[src/rtl/gear_pkg.sv]
`timescale 1ns/1ps
package gear_pkg;

  typedef enum logic [2:0] {
    ST_GROUND_WAIT = 3'd0,
    ST_AIR_WAIT    = 3'd1,
    ST_RAISE       = 3'd2,
    ST_STOWED      = 3'd3,
    ST_LOWER       = 3'd4,
    ST_DEPLOYED    = 3'd5
  } gear_state_e;

  typedef struct packed {
    logic timer_clr;
    logic pump;
    logic valve;
    logic red;
    logic green;
  } gear_drive_t;

  // Length of the airborne wait in clock cycles.
  function automatic int unsigned hold_ticks(int unsigned cps, int unsigned secs);
    return cps * secs;
  endfunction

  // Moore output law; unspecified outputs are forced low.
  function automatic gear_drive_t gear_drive(gear_state_e st);
    gear_drive_t d;
    d = '0;
    case (st)
      ST_GROUND_WAIT: begin d.timer_clr = 1'b1; d.green = 1'b1; end
      ST_AIR_WAIT:    d.green = 1'b1;
      ST_RAISE:       begin d.pump = 1'b1; d.red = 1'b1; end
      ST_STOWED:      d = '0;
      ST_LOWER:       begin d.pump = 1'b1; d.valve = 1'b1; d.red = 1'b1; end
      ST_DEPLOYED:    d.green = 1'b1;
      default:        d = '0;
    endcase
    return d;
  endfunction

endpackage

[src/rtl/gear_timer.sv]
`timescale 1ns/1ps
module gear_timer #(
  parameter int unsigned CLK_PER_SEC = 1000,
  parameter int unsigned HOLD_SEC    = 2
) (
  input  logic clk_i,
  input  logic rst_ni,
  input  logic clear_i,
  output logic expired_o
);
  localparam int unsigned TICKS = gear_pkg::hold_ticks(CLK_PER_SEC, HOLD_SEC);
  localparam int unsigned CW    = $clog2(TICKS + 1);

  logic [CW-1:0] cnt_q;

  always_ff @(posedge clk_i or negedge rst_ni) begin
    if (!rst_ni) begin
      cnt_q <= CW'(TICKS);
    end else if (clear_i) begin
      cnt_q <= CW'(TICKS);
    end else if (cnt_q != '0) begin
      cnt_q <= cnt_q - 1'b1;
    end
  end

  assign expired_o = (cnt_q == '0);
endmodule

[src/rtl/gear_fsm.sv]
`timescale 1ns/1ps
module gear_fsm
  import gear_pkg::*;
(
  input  logic        clk_i,
  input  logic        rst_ni,
  input  logic        lever_dn_i,
  input  logic        on_ground_i,
  input  logic        gear_up_i,
  input  logic        gear_dn_i,
  input  logic        time_up_i,
  output gear_state_e state_o
);
  gear_state_e state_q, state_d;

  always_comb begin
    state_d = state_q;
    case (state_q)
      ST_GROUND_WAIT: if (!on_ground_i) state_d = ST_AIR_WAIT;
      ST_AIR_WAIT: begin
        if (on_ground_i)                  state_d = ST_GROUND_WAIT;
        else if (time_up_i && !lever_dn_i) state_d = ST_RAISE;
      end
      ST_RAISE:    if (gear_up_i)  state_d = ST_STOWED;
      ST_STOWED:   if (lever_dn_i) state_d = ST_LOWER;
      ST_LOWER:    if (gear_dn_i)  state_d = ST_DEPLOYED;
      ST_DEPLOYED: if (!lever_dn_i) state_d = ST_GROUND_WAIT;
      default:     state_d = ST_GROUND_WAIT;
    endcase
  end

  always_ff @(posedge clk_i or negedge rst_ni) begin
    if (!rst_ni) state_q <= ST_GROUND_WAIT;
    else         state_q <= state_d;
  end

  assign state_o = state_q;
endmodule

[src/rtl/gear_decode.sv]
`timescale 1ns/1ps
module gear_decode
  import gear_pkg::*;
(
  input  gear_state_e state_i,
  output gear_drive_t drive_o
);
  always_comb drive_o = gear_drive(state_i);
endmodule

[src/rtl/gear_ctrl_top.sv]
`timescale 1ns/1ps
module gear_ctrl_top
  import gear_pkg::*;
#(
  parameter int unsigned CLK_PER_SEC = 1000
) (
  input  logic clk_i,
  input  logic rst_ni,
  input  logic lever_dn_i,
  input  logic on_ground_i,
  input  logic gear_up_i,
  input  logic gear_dn_i,
  output logic valve_lower_o,
  output logic pump_on_o,
  output logic timer_clr_o,
  output logic lamp_red_o,
  output logic lamp_green_o
);
  localparam int unsigned HOLD_SEC = 2;
  localparam int unsigned TICKS    = hold_ticks(CLK_PER_SEC, HOLD_SEC);

  gear_state_e state_q;
  gear_drive_t drive;
  logic        time_up;   // timer -> fsm
  logic        timer_clr; // decode -> timer

  gear_fsm u_fsm (
    .clk_i       (clk_i),
    .rst_ni      (rst_ni),
    .lever_dn_i  (lever_dn_i),
    .on_ground_i (on_ground_i),
    .gear_up_i   (gear_up_i),
    .gear_dn_i   (gear_dn_i),
    .time_up_i   (time_up),
    .state_o     (state_q)
  );

  gear_decode u_dec (
    .state_i (state_q),
    .drive_o (drive)
  );

  assign timer_clr = drive.timer_clr;

  gear_timer #(.CLK_PER_SEC(CLK_PER_SEC), .HOLD_SEC(HOLD_SEC)) u_tmr (
    .clk_i     (clk_i),
    .rst_ni    (rst_ni),
    .clear_i   (timer_clr),
    .expired_o (time_up)
  );

  assign timer_clr_o   = timer_clr;
  assign pump_on_o     = drive.pump;
  assign valve_lower_o = drive.valve;
  assign lamp_red_o    = drive.red;
  assign lamp_green_o  = drive.green;
endmodule

[config.mk]
export PLATFORM = sky130hd
export DESIGN_NAME = gear_ctrl_top
export DESIGN_NICKNAME = d
export VERILOG_FILES = /design/src/rtl/gear_pkg.sv /design/src/rtl/gear_timer.sv /design/src/rtl/gear_fsm.sv /design/src/rtl/gear_decode.sv /design/src/rtl/gear_ctrl_top.sv
export SDC_FILE = /design/constraint.sdc
export NUM_CORES = 1
export LEC_CHECK = 0
export BUFFER_PORTS_ARGS = -buffer_cell sky130_fd_sc_hd__buf_2
export CAP_MARGIN = 20
export CORE_MARGIN = 2
export CORE_UTILIZATION = 55
export CTS_CLUSTER_DIAMETER = 30
export DETAILED_ROUTE_END_ITERATION = 6
export PLACE_DENSITY = 0.76
export SETUP_SLACK_MARGIN = 0.5
export SYNTH_ARGS = -nofsm -noshare
export SYNTH_HDL_FRONTEND = slang
export SYNTH_SLANG_ARGS = --single-unit
[constraint.sdc]
create_clock -name clk_i -period 2.5 [get_ports clk_i]
set_input_delay 0.5 -clock clk_i [delete_from_list [all_inputs] [get_ports clk_i]]
set_output_delay 0.5 -clock clk_i [all_outputs]
set_load 0.01 [all_outputs]
==> results of run 1 <==
==> power by group <==
group / leakage, nW / internal (W) / switching [W] / total, W
combinational: 0.265 / 0.000322 / 0.000331 / 0.000653
sequential: 0.160 / 0.000324 / 0.000102 / 0.000426
clock: 0.0210 / 0.0000889 / 0.0000794 / 0.000168
==> state kept, by name, summed over array words and instances (netlist names) <==
register       cells
u_fsm.state_o      3
u_tmr.cnt_q       11
==> final cells by class <==
| class | instances | share of cell area (%) |
|---|---|---|
| multi-input combinational | 70 | 46.7 |
| sequential | 14 | 34.8 |
| timing repair buffer | 18 | 10.6 |
| clock buffer | 4 | 3.49 |
| inverter | 7 | 2.53 |
| tap | 16 | 1.93 |
==> through the flow <==
step | hold WS (ns) | utilization [%] | instances
2_1_floorplan | 0.204 | - | 97
3_3_place_gp | 0.412 | 61.5 | 117
6_report | 0.0936 | 69.0 | 129
3_5_place_dp | 0.415 | 61.5 | 117
5_1_grt | 0.100 | 69.0 | 129
4_1_cts | 0.0924 | 65.4 | 123
==> timing repair <==
| action | CTS | global route |
|---|---|---|
| endpoints found under the hold margin | 0 | 0 |
| pin swaps | 0 | 0 |
| setup buffers | 2 | 6 |
| gates resized for setup | 4 | 2 |
| setup endpoints to repair | 1 | 2 |
==> cells by family (layout without fill, tap and decap cells) <==
group / count (synthesis) / in the layout / synth area share (%)
AO/OA/AOI/OAI: 21 / 21 / 15.9
XOR/XNOR: 5 / 5 / 4.96
adder cells (fa/ha/maj): 2 / 2 / 2.83
buffers and inverters: 13 / 29 / 6.09
flip-flops: 14 / 14 / 40.5
multiplexers: 3 / 3 / 3.68
AND/OR/NAND/NOR: 39 / 39 / 26.1
==> metal layers <==
| metal | up-vias | routed length (um) | track usage, % |
|---|---|---|---|
| met5 | - | 0 | 0 |
| met2 | 25 | 883 | 30.6 |
| li1 | 381 | - | - |
| met4 | 0 | 43 | 12.7 |
| met3 | 4 | 79 | 4.90 |
| met1 | 381 | 904 | 28.8 |
==> worst max-delay path, stage by stage (launching register included) <==
cell	delay, ns
dfrtp_2	0.45
or3_4	0.42
inv_2	0.13
buf_2	0.15
==> cells in the mapped netlist, types with 3 or more instances <==
master | number | area (um2)
nor2_1 | 8 | 30.0
inv_1 | 7 | 26.3
clkbuf_1 | 4 | 15.0
nand2_1 | 5 | 18.8
o31ai_1 | 3 | 22.5
dfrtp_1 | 8 | 200
nor3_1 | 4 | 20.0
nor4_1 | 3 | 18.8
dfstp_2 | 6 | 158
xnor2_1 | 3 | 26.3
nand3_1 | 3 | 15.0
a21oi_1 | 8 | 40.0
nand2b_1 | 4 | 25.0
==> how the worst max path moves through the flow <==
stage                                  end              from  cells past startpoint
after global routing      u_fsm.state_o[0]    u_tmr.cnt_q[0]                      6
after detailed placement  u_fsm.state_o[0]    u_tmr.cnt_q[0]                      6
after CTS                      timer_clr_o  u_fsm.state_o[0]                      3
after floorplan           u_fsm.state_o[0]    u_tmr.cnt_q[0]                      6
after global placement         timer_clr_o  u_fsm.state_o[2]                      3
final                          timer_clr_o  u_fsm.state_o[1]                      3
==> impl_metrics.json, run 1 <==
{
  "status": "finished, final reports clean",
  "grt_pass1_vias": 646,
  "cts_hold_buf": 0,
  "post-route-period-util_pct": 77.5,
  "fin_ws_ns": 0.561,
  "relSlewSlack_pct": 61.7,
  "die_area_mm2": 0.00194,
  "hold_violations": 0,
  "first_iter_violations": 26,
  "rows": 14,
  "grt_overflow": 0,
  "clkSinkCount": 14,
  "fp.dieW_um": 44.1,
  "antenna_found_initial": 0,
  "timing.final.max_slew_violations": 0,
  "mostFrequentLayoutCells": "buf_2, a21oi_1, nor2_1, buf_4",
  "grt_max_degree": 15,
  "yosys_warnings": 0,
  "nets": 122,
  "initial_utilization_pct": 58.6,
  "max_freq_mhz": 516,
  "clkLatencyLatePin_ns": 0.29,
  "p_leak_nw": 0.446,
  "via_per_inst": 6.13,
  "clock_path_buffers": 2,
  "pin_count": 11,
  "crit_path_max_fanout": 7,
  "required_ns": 2.00,
  "netlist_instances": 97,
  "synth_ff_type": "dfrtp_1",
  "layout-drive-gt1-share_pct": 33.6,
  "fin_skew_ns": 0.00230,
  "endpoint_kind": "output pin",
  "first_pass_iters": 4,
  "preCtsSetupSlack_ns": 0.551,
  "n_fill_cell": 120,
  "core-area_mm2": 0.00151,
  "ctsRootBufferMaster": "clkbuf_4",
  "ys_async_sr_fraction_pct": 100,
  "min_period_ns": 1.94,
  "irDropWorstVdd_v": 0.000788,
  "drc_errors": 0,
  "routed-via-count": 791,
  "layout_commonest_cell": "buf_2",
  "cp.arrival_ns": 1.44,
  "grtUsageTotal_pct": 21.1,
  "critPathKind": "reg2out",
  "syn_area_um2": 883,
  "postSynthAreaPerCell_um2": 9.11,
  "hp-class": "in2async",
  "fin_area_mm2": 0.00104,
  "ys_types": 37,
  "total_power_w": 0.00125,
  "htree_num_levels": 1,
  "rr_worst_depth": 6,
  "start_kind": "register",
  "die_h_um": 44.1,
  "placed_cell_area_um2": 926,
  "drt-wirelength-per-cell_um": 14.8,
  "grt_setup_unrepaired": "false",
  "r2r-end": "u_fsm.state_o[0]",
  "ant_nets": 0,
  "synth_fp_nets": 105,
  "grt_pass1_wl_um": 2930,
  "tightestPinTransition_ns": 0.570,
  "diodes": 0,
  "synth-seq-cells": 14,
  "dp.final_hpwl_um": 1220,
  "drt_wl_total_um": 1910,
  "port_buffers": 10,
  "powerDensity_mw_per_mm2": 1200,
  "ff2ff_setup_slack_ns": 0.59,
  "cts_tree": "built",
  "cts_made_buffers": 3,
  "cap_violations": 0,
  "setup-tns-final_ns": 0,
  "setup_viol": 0,
  "clk_pin_slew_ns": 0.09,
  "r2r-start": "u_tmr.cnt_q[0]",
  "synth_edf_count": 0,
  "regArea_um2": 362,
  "multi_input_area_um2": 485,
  "globalplace.congestion": 0.859,
  "syn_to_final_growth_pct": 17.7,
  "yosysSeqAreaShare_pct": 40.5
}
Power figures use the tool's default switching activity.
==> run 2: changes to the inputs <==
--- a/config.mk
+++ b/config.mk
@@ -5,6 +5,7 @@
 export SDC_FILE = /design/constraint.sdc
 export NUM_CORES = 1
 export LEC_CHECK = 0
+export ABC_AREA = 1
 export BUFFER_PORTS_ARGS = -buffer_cell sky130_fd_sc_hd__buf_2
 export CAP_MARGIN = 20
 export CORE_MARGIN = 2
==> constraint.sdc (replaced) <==
create_clock -name clk_i -period 1.9 [get_ports clk_i]
set_input_delay 0.38 -clock clk_i [delete_from_list [all_inputs] [get_ports clk_i]]
set_output_delay 0.38 -clock clk_i [all_outputs]
set_load 0.01 [all_outputs]
==> impl_metrics.json, run 2 <==
{
  "status": "finished, final reports clean",
  "nets": 173,
  "synth-seq-cells": 14,
  "r2r-end": "u_fsm.state_o[0]",
  "synth_top_area_share_pct": 20.2,
  "post-route-period-util_pct": 82.3,
  "clock_path_buffers": 2,
  "synthTopCellsByArea": "dfrtp_1, dfstp_2, nand2_1",
  "yosys_warnings": 0,
  "crit_path_max_fanout": 4,
  "n_fill_cell": 102,
  "netlist_instances": 138,
  "ctsRootBufferMaster": "clkbuf_4",
  "synthTopCellsByCount": "nand2_1, inv_1, nor2_1, nand3_1, dfrtp_1",
  "hp-class": "in2async",
  "ant_nets": 0,
  "clkLatencyLatePin_ns": 0.28,
  "core-area_mm2": 0.00171,
  "hold_violations": 0,
  "relSlewSlack_pct": 79.2,
  "setup_viol": 0,
  "p_leak_nw": 0.643,
  "cp-endpoint": "pump_on_o",
  "whs_ns": 0.510,
  "htree_num_levels": 1,
  "mostFrequentLayoutCells": "nand2_1, inv_1, nor2_1, buf_4, nand3_1",
  "fin_ws_ns": 0.337,
  "synth_ff_type": "dfrtp_1",
  "timing.final.max_slew_violations": 0,
  "cts_made_buffers": 3,
  "regArea_um2": 363,
  "irDropWorstVdd_v": 0.00119,
  "synth_most_common_cell": "nand2_1",
  "rows": 15,
  "grt_pass1_wl_um": 4000,
  "synth_top_cell_by_area": "dfrtp_1",
  "cts_tree": "built",
  "setup-tns-final_ns": 0,
  "grt_pass1_vias": 955,
  "powerDensity_mw_per_mm2": 1600,
  "grtUsageTotal_pct": 26.1,
  "ff2ff_setup_slack_ns": 0.48,
  "port_buffers": 10,
  "fp.dieW_um": 46.5,
  "via_per_inst": 5.60,
  "grt_overflow": 0,
  "rr_worst_depth": 9,
  "endpoint_kind": "output pin",
  "initial_utilization_pct": 58.2,
  "cp.arrival_ns": 1.18,
  "largest_register_ffs": 11,
  "synth_edf_count": 0,
  "cap_violations": 0,
  "regMostFlops": "u_tmr.cnt_q",
  "r2r-start": "u_tmr.cnt_q[0]",
  "fin_skew_ns": 0.00375,
  "drt-wirelength-per-cell_um": 15.1,
  "required_ns": 1.52,
  "grt_max_degree": 15,
  "max_freq_mhz": 640,
  "yosysSeqAreaShare_pct": 36.0,
  "syn_to_final_growth_pct": 30.9,
  "drt_wl_total_um": 2860,
  "crit_path_start": "u_fsm.state_o[0]",
  "critPathKind": "reg2out",
  "ys_types": 25,
  "postSynthAreaPerCell_um2": 7.20,
  "layout-drive-gt1-share_pct": 43.9,
  "pin_count": 11,
  "layout_commonest_cell": "nand2_1",
  "die_area_mm2": 0.00216,
  "syn_area_um2": 993,
  "diodes": 0,
  "min_period_ns": 1.56,
  "preCtsSetupSlack_ns": 0.456,
  "multi_input_area_um2": 606,
  "ys_async_sr_fraction_pct": 100,
  "grt_setup_unrepaired": "true",
  "synth_fp_nets": 146,
  "tightestPinTransition_ns": 0.312,
  "antenna_found_initial": 0,
  "globalplace.congestion": 0.865,
  "clk_pin_slew_ns": 0.09,
  "dp.final_hpwl_um": 1620,
  "die_h_um": 46.5,
  "drc_errors": 0,
  "first_pass_iters": 4,
  "first_iter_violations": 58,
  "clkSinkCount": 14,
  "start_kind": "register",
  "routed-via-count": 1058
}
[run 2: changes by cell type in the layout (fill, tap and decap cells not counted), sizes merged, moves of 5 or more]
cell   delta
nor2     +15
nand2    +26
nand4     +6
inv      +19
nand3    +13
buf       +5
[run 2: routing by layer]
| layer | global-route usage (%) | vias up | share of wire (%) |
|---|---|---|---|
| met5 | 0 | - | 0 |
| li1 | - | 487 | - |
| met3 | 5.88 | 16 | 8.3 |
| met4 | 10.3 | 0 | 3.0 |
| met1 | 34.0 | 489 | 41 |
| met2 | 41.7 | 66 | 47 |
[run 2: cell families after synthesis]
family | synth area share, %
XOR/XNOR | 1.76
buffers and inverters | 11.3
adder cells (fa/ha/maj) | 2.52
AO/OA/AOI/OAI | 7.30
AND/OR/NAND/NOR | 41.1
flip-flops | 36.0
[run 2: layout make-up]
class | instances | area share [%]
Clock buffer | 4 | 2.79
Inverter | 26 | 7.89
Multi-Input combinational cell | 96 | 46.6
Sequential cell | 14 | 27.9
Tap cell | 25 | 2.41
Timing Repair Buffer | 24 | 12.4
[run 2: worst min path at each step]
stage | start | endpoint | slack, ns | cells after the start
floorplan | rst_ni | u_fsm.state_o[0] | 0.08 | 0
global placement | rst_ni | u_fsm.state_o[2] | 0.29 | 1
detailed placement | rst_ni | u_fsm.state_o[0] | 0.29 | 1
CTS | gear_dn_i | u_fsm.state_o[2] | 0.48 | 6
global route | lever_dn_i | u_fsm.state_o[2] | 0.50 | 5
finish | rst_ni | u_tmr.cnt_q[5] | 0.51 | 2
[run 2: critical path, stage by stage (launching register included)]
cell	delay, ns
dfrtp_2	0.47
inv_2	0.12
nand3_2	0.11
nand2_2	0.08
buf_2	0.12
[run 2: timing repair]
action	CTS	global route
endpoints found under the hold margin	8	0
pin swaps	3	5
gates resized for setup	10	16
setup endpoints to repair	10	17
buffers inserted	8	5
hold buffers	1	0
[run 2: power by group]
part           switching (W)  internal [W]
Clock               0.000105      0.000117
Sequential          0.000145      0.000418
Combinational       0.000763      0.000537
[run 2: through the flow]
step	util [%]	instances	instance area, um2	power [W]
after floorplan	-	138	998	0.00122
after global placement	62.5	171	1070	0.00141
after detailed placement	62.5	171	1070	0.00142
after CTS	70.1	184	1200	0.00183
after global routing	76.1	189	1300	0.00221
final	76.1	189	1300	0.00208
==> run 3: changes to the inputs <==
==> constraint.sdc (replaced) <==
create_clock -name clk_i -period 1.63 [get_ports clk_i]
set_input_delay 0.326 -clock clk_i [delete_from_list [all_inputs] [get_ports clk_i]]
set_output_delay 0.326 -clock clk_i [all_outputs]
set_load 0.01 [all_outputs]
==> impl_metrics.json, run 3 (synthesis gave the netlist of run 2 again) <==
{
  "status": "finished, final reports clean",
  "max_freq_mhz": 614,
  "cts_tree": "built",
  "start_kind": "register",
  "htree_num_levels": 1,
  "fp.dieW_um": 46.5,
  "ant_nets": 0,
  "tightestPinTransition_ns": 0.337,
  "p_leak_nw": 0.763,
  "largest_register_ffs": 11,
  "hp-class": "in2reg",
  "hold_violations": 0,
  "p_switching_w": 0.00172,
  "relSlewSlack_pct": 77.5,
  "crit_path_top_delay_cell": "dfrtp_2",
  "drt-wirelength-per-cell_um": 22.8,
  "diodes": 0,
  "powerDensity_mw_per_mm2": 2040,
  "grt_overflow": 0,
  "slowest_delay_ns": 0.44,
  "cp-endpoint": "lamp_red_o",
  "dp.final_hpwl_um": 1540,
  "first_iter_violations": 93,
  "drc_errors": 0,
  "min_period_ns": 1.63,
  "crit_path_max_fanout": 4,
  "via_per_inst": 6.35,
  "first_pass_iters": 6,
  "nets": 186,
  "critPathMostFrequentCell": "nand2_2",
  "core-area_mm2": 0.00171,
  "syn_to_final_growth_pct": 64.7,
  "rr_worst_depth": 8,
  "r2r-end": "u_tmr.cnt_q[1]",
  "initial_utilization_pct": 58.2,
  "critPathKind": "reg2out",
  "grt_max_degree": 15,
  "cts_made_buffers": 3,
  "endpoint_kind": "output pin",
  "grt_pass1_vias": 917,
  "fin_area_mm2": 0.00164,
  "rows": 15,
  "p_clk_share_pct": 6.9,
  "layout_commonest_cell": "buf_4",
  "grtUsageTotal_pct": 30.1,
  "whs_ns": 0.425,
  "clock_path_buffers": 2,
  "cp.arrival_ns": 1.30,
  "die_h_um": 46.5,
  "timing.final.max_slew_violations": 0,
  "sequentialPowerShare_pct": 20.7,
  "pin_count": 11,
  "clkLatencyLatePin_ns": 0.30,
  "irDropWorstVdd_v": 0.00182,
  "clk_pin_slew_ns": 0.10,
  "internal_power_w": 0.00161,
  "pwr-share-comb_pct": 72.5,
  "required_ns": 1.30,
  "grt_pass1_wl_um": 4410,
  "grt_setup_unrepaired": "true",
  "ctsRootBufferMaster": "clkbuf_4",
  "die_area_mm2": 0.00216,
  "p_sw_share_pct": 51.5,
  "port_buffers": 10,
  "regMostFlops": "u_tmr.cnt_q",
  "crit_path_start": "u_fsm.state_o[1]",
  "total_power_w": 0.00333,
  "drt_wl_total_um": 4600,
  "clkSinkCount": 14,
  "layout-drive-gt1-share_pct": 64.4,
  "crit_chain": "nor2_4 > nand2_2 > nand2_2 > buf_2",
  "routed-via-count": 1283,
  "mostFrequentLayoutCells": "buf_4, nand2_1, inv_1, nor2_4, buf_2",
  "cap_violations": 0,
  "ff2ff_setup_slack_ns": 0.13,
  "post-route-period-util_pct": 99.8,
  "antenna_found_initial": 0,
  "placed_cell_area_mm2": 0.00109,
  "hold_start": "lever_dn_i",
  "globalplace.congestion": 0.896,
  "fin_skew_ns": 0.00972,
  "r2r-start": "u_tmr.cnt_q[1]",
  "setup_viol": 0
}
run 3: cell types whose count changed in the layout (fill, tap and decap cells not counted), moves of 6 or more:
| cell | delta |
|---|---|
| nor2_1 | -7 |
| buf_4 | +7 |
| nand3_1 | -7 |
| nor2_4 | +6 |
| nand2_4 | +6 |
| buf_6 | +6 |
run 3: cell type report:
type | count | area [um2]
multi-input combinational | 96 | 812
sequential | 14 | 365
timing repair buffer | 37 | 292
inverter | 26 | 110
fill | 40 | 71.3
tap | 25 | 31.3
clock buffer | 4 | 26.3
run 3: stage by stage:
step	utilization, %	std cells	setup slack, ns	setup TNS [ns]
finish	95.8	202	0.00259	0
global route	95.8	202	-0.0219	-0.0588
CTS	80.4	189	0.0985	0
detailed placement	64.0	171	0.275	0
global placement	64.0	171	0.257	0
floorplan	-	138	0.417	0
run 3: worst min-delay path by stage:
stage / end / slack (ns) / depth (start not counted)
2_1_floorplan: u_fsm.state_o[0] / 0.03 / 0
3_3_place_gp: u_fsm.state_o[2] / 0.23 / 1
3_5_place_dp: u_fsm.state_o[2] / 0.23 / 1
4_1_cts: u_fsm.state_o[2] / 0.39 / 6
5_1_grt: u_fsm.state_o[2] / 0.45 / 5
6_report: u_fsm.state_o[2] / 0.42 / 5
run 3: critical path: cells and delay by family, from the launching register on:
kind                   cells  cell delay (ns)
buffers and inverters      1             0.13
DFF                        1             0.44
and+or+nand+nor            3             0.42
run 3: timing repair:
action / in CTS / in global routing
pin swaps: 18 / 27
resized for setup: 38 / 42
setup buffers: 13 / 13
cloned: 0 / 0
hold buffers: 1 / 0
setup endpoints to repair: 19 / 19
endpoints found under the hold margin: 8 / 0
run 3: power groups by stage:
stage,Clock (W),Combinational (W),Sequential (W)
global placement,0,0.00104,0.000663
finish,0.000228,0.00241,0.000688
CTS,0.000218,0.00159,0.000640
global route,0.000235,0.00249,0.000684
detailed placement,0,0.00105,0.000669
floorplan,0,0.000901,0.000604
run 3: routing by layer:
| metal | share of wire, % | GRT usage, % | up-vias |
|---|---|---|---|
| li1 | - | - | 522 |
| met1 | 35 | 43.1 | 590 |
| met2 | 46 | 45.8 | 129 |
| met3 | 12 | 2.35 | 42 |
| met4 | 6.2 | 13.7 | 0 |
| met5 | 0 | 0 | - |
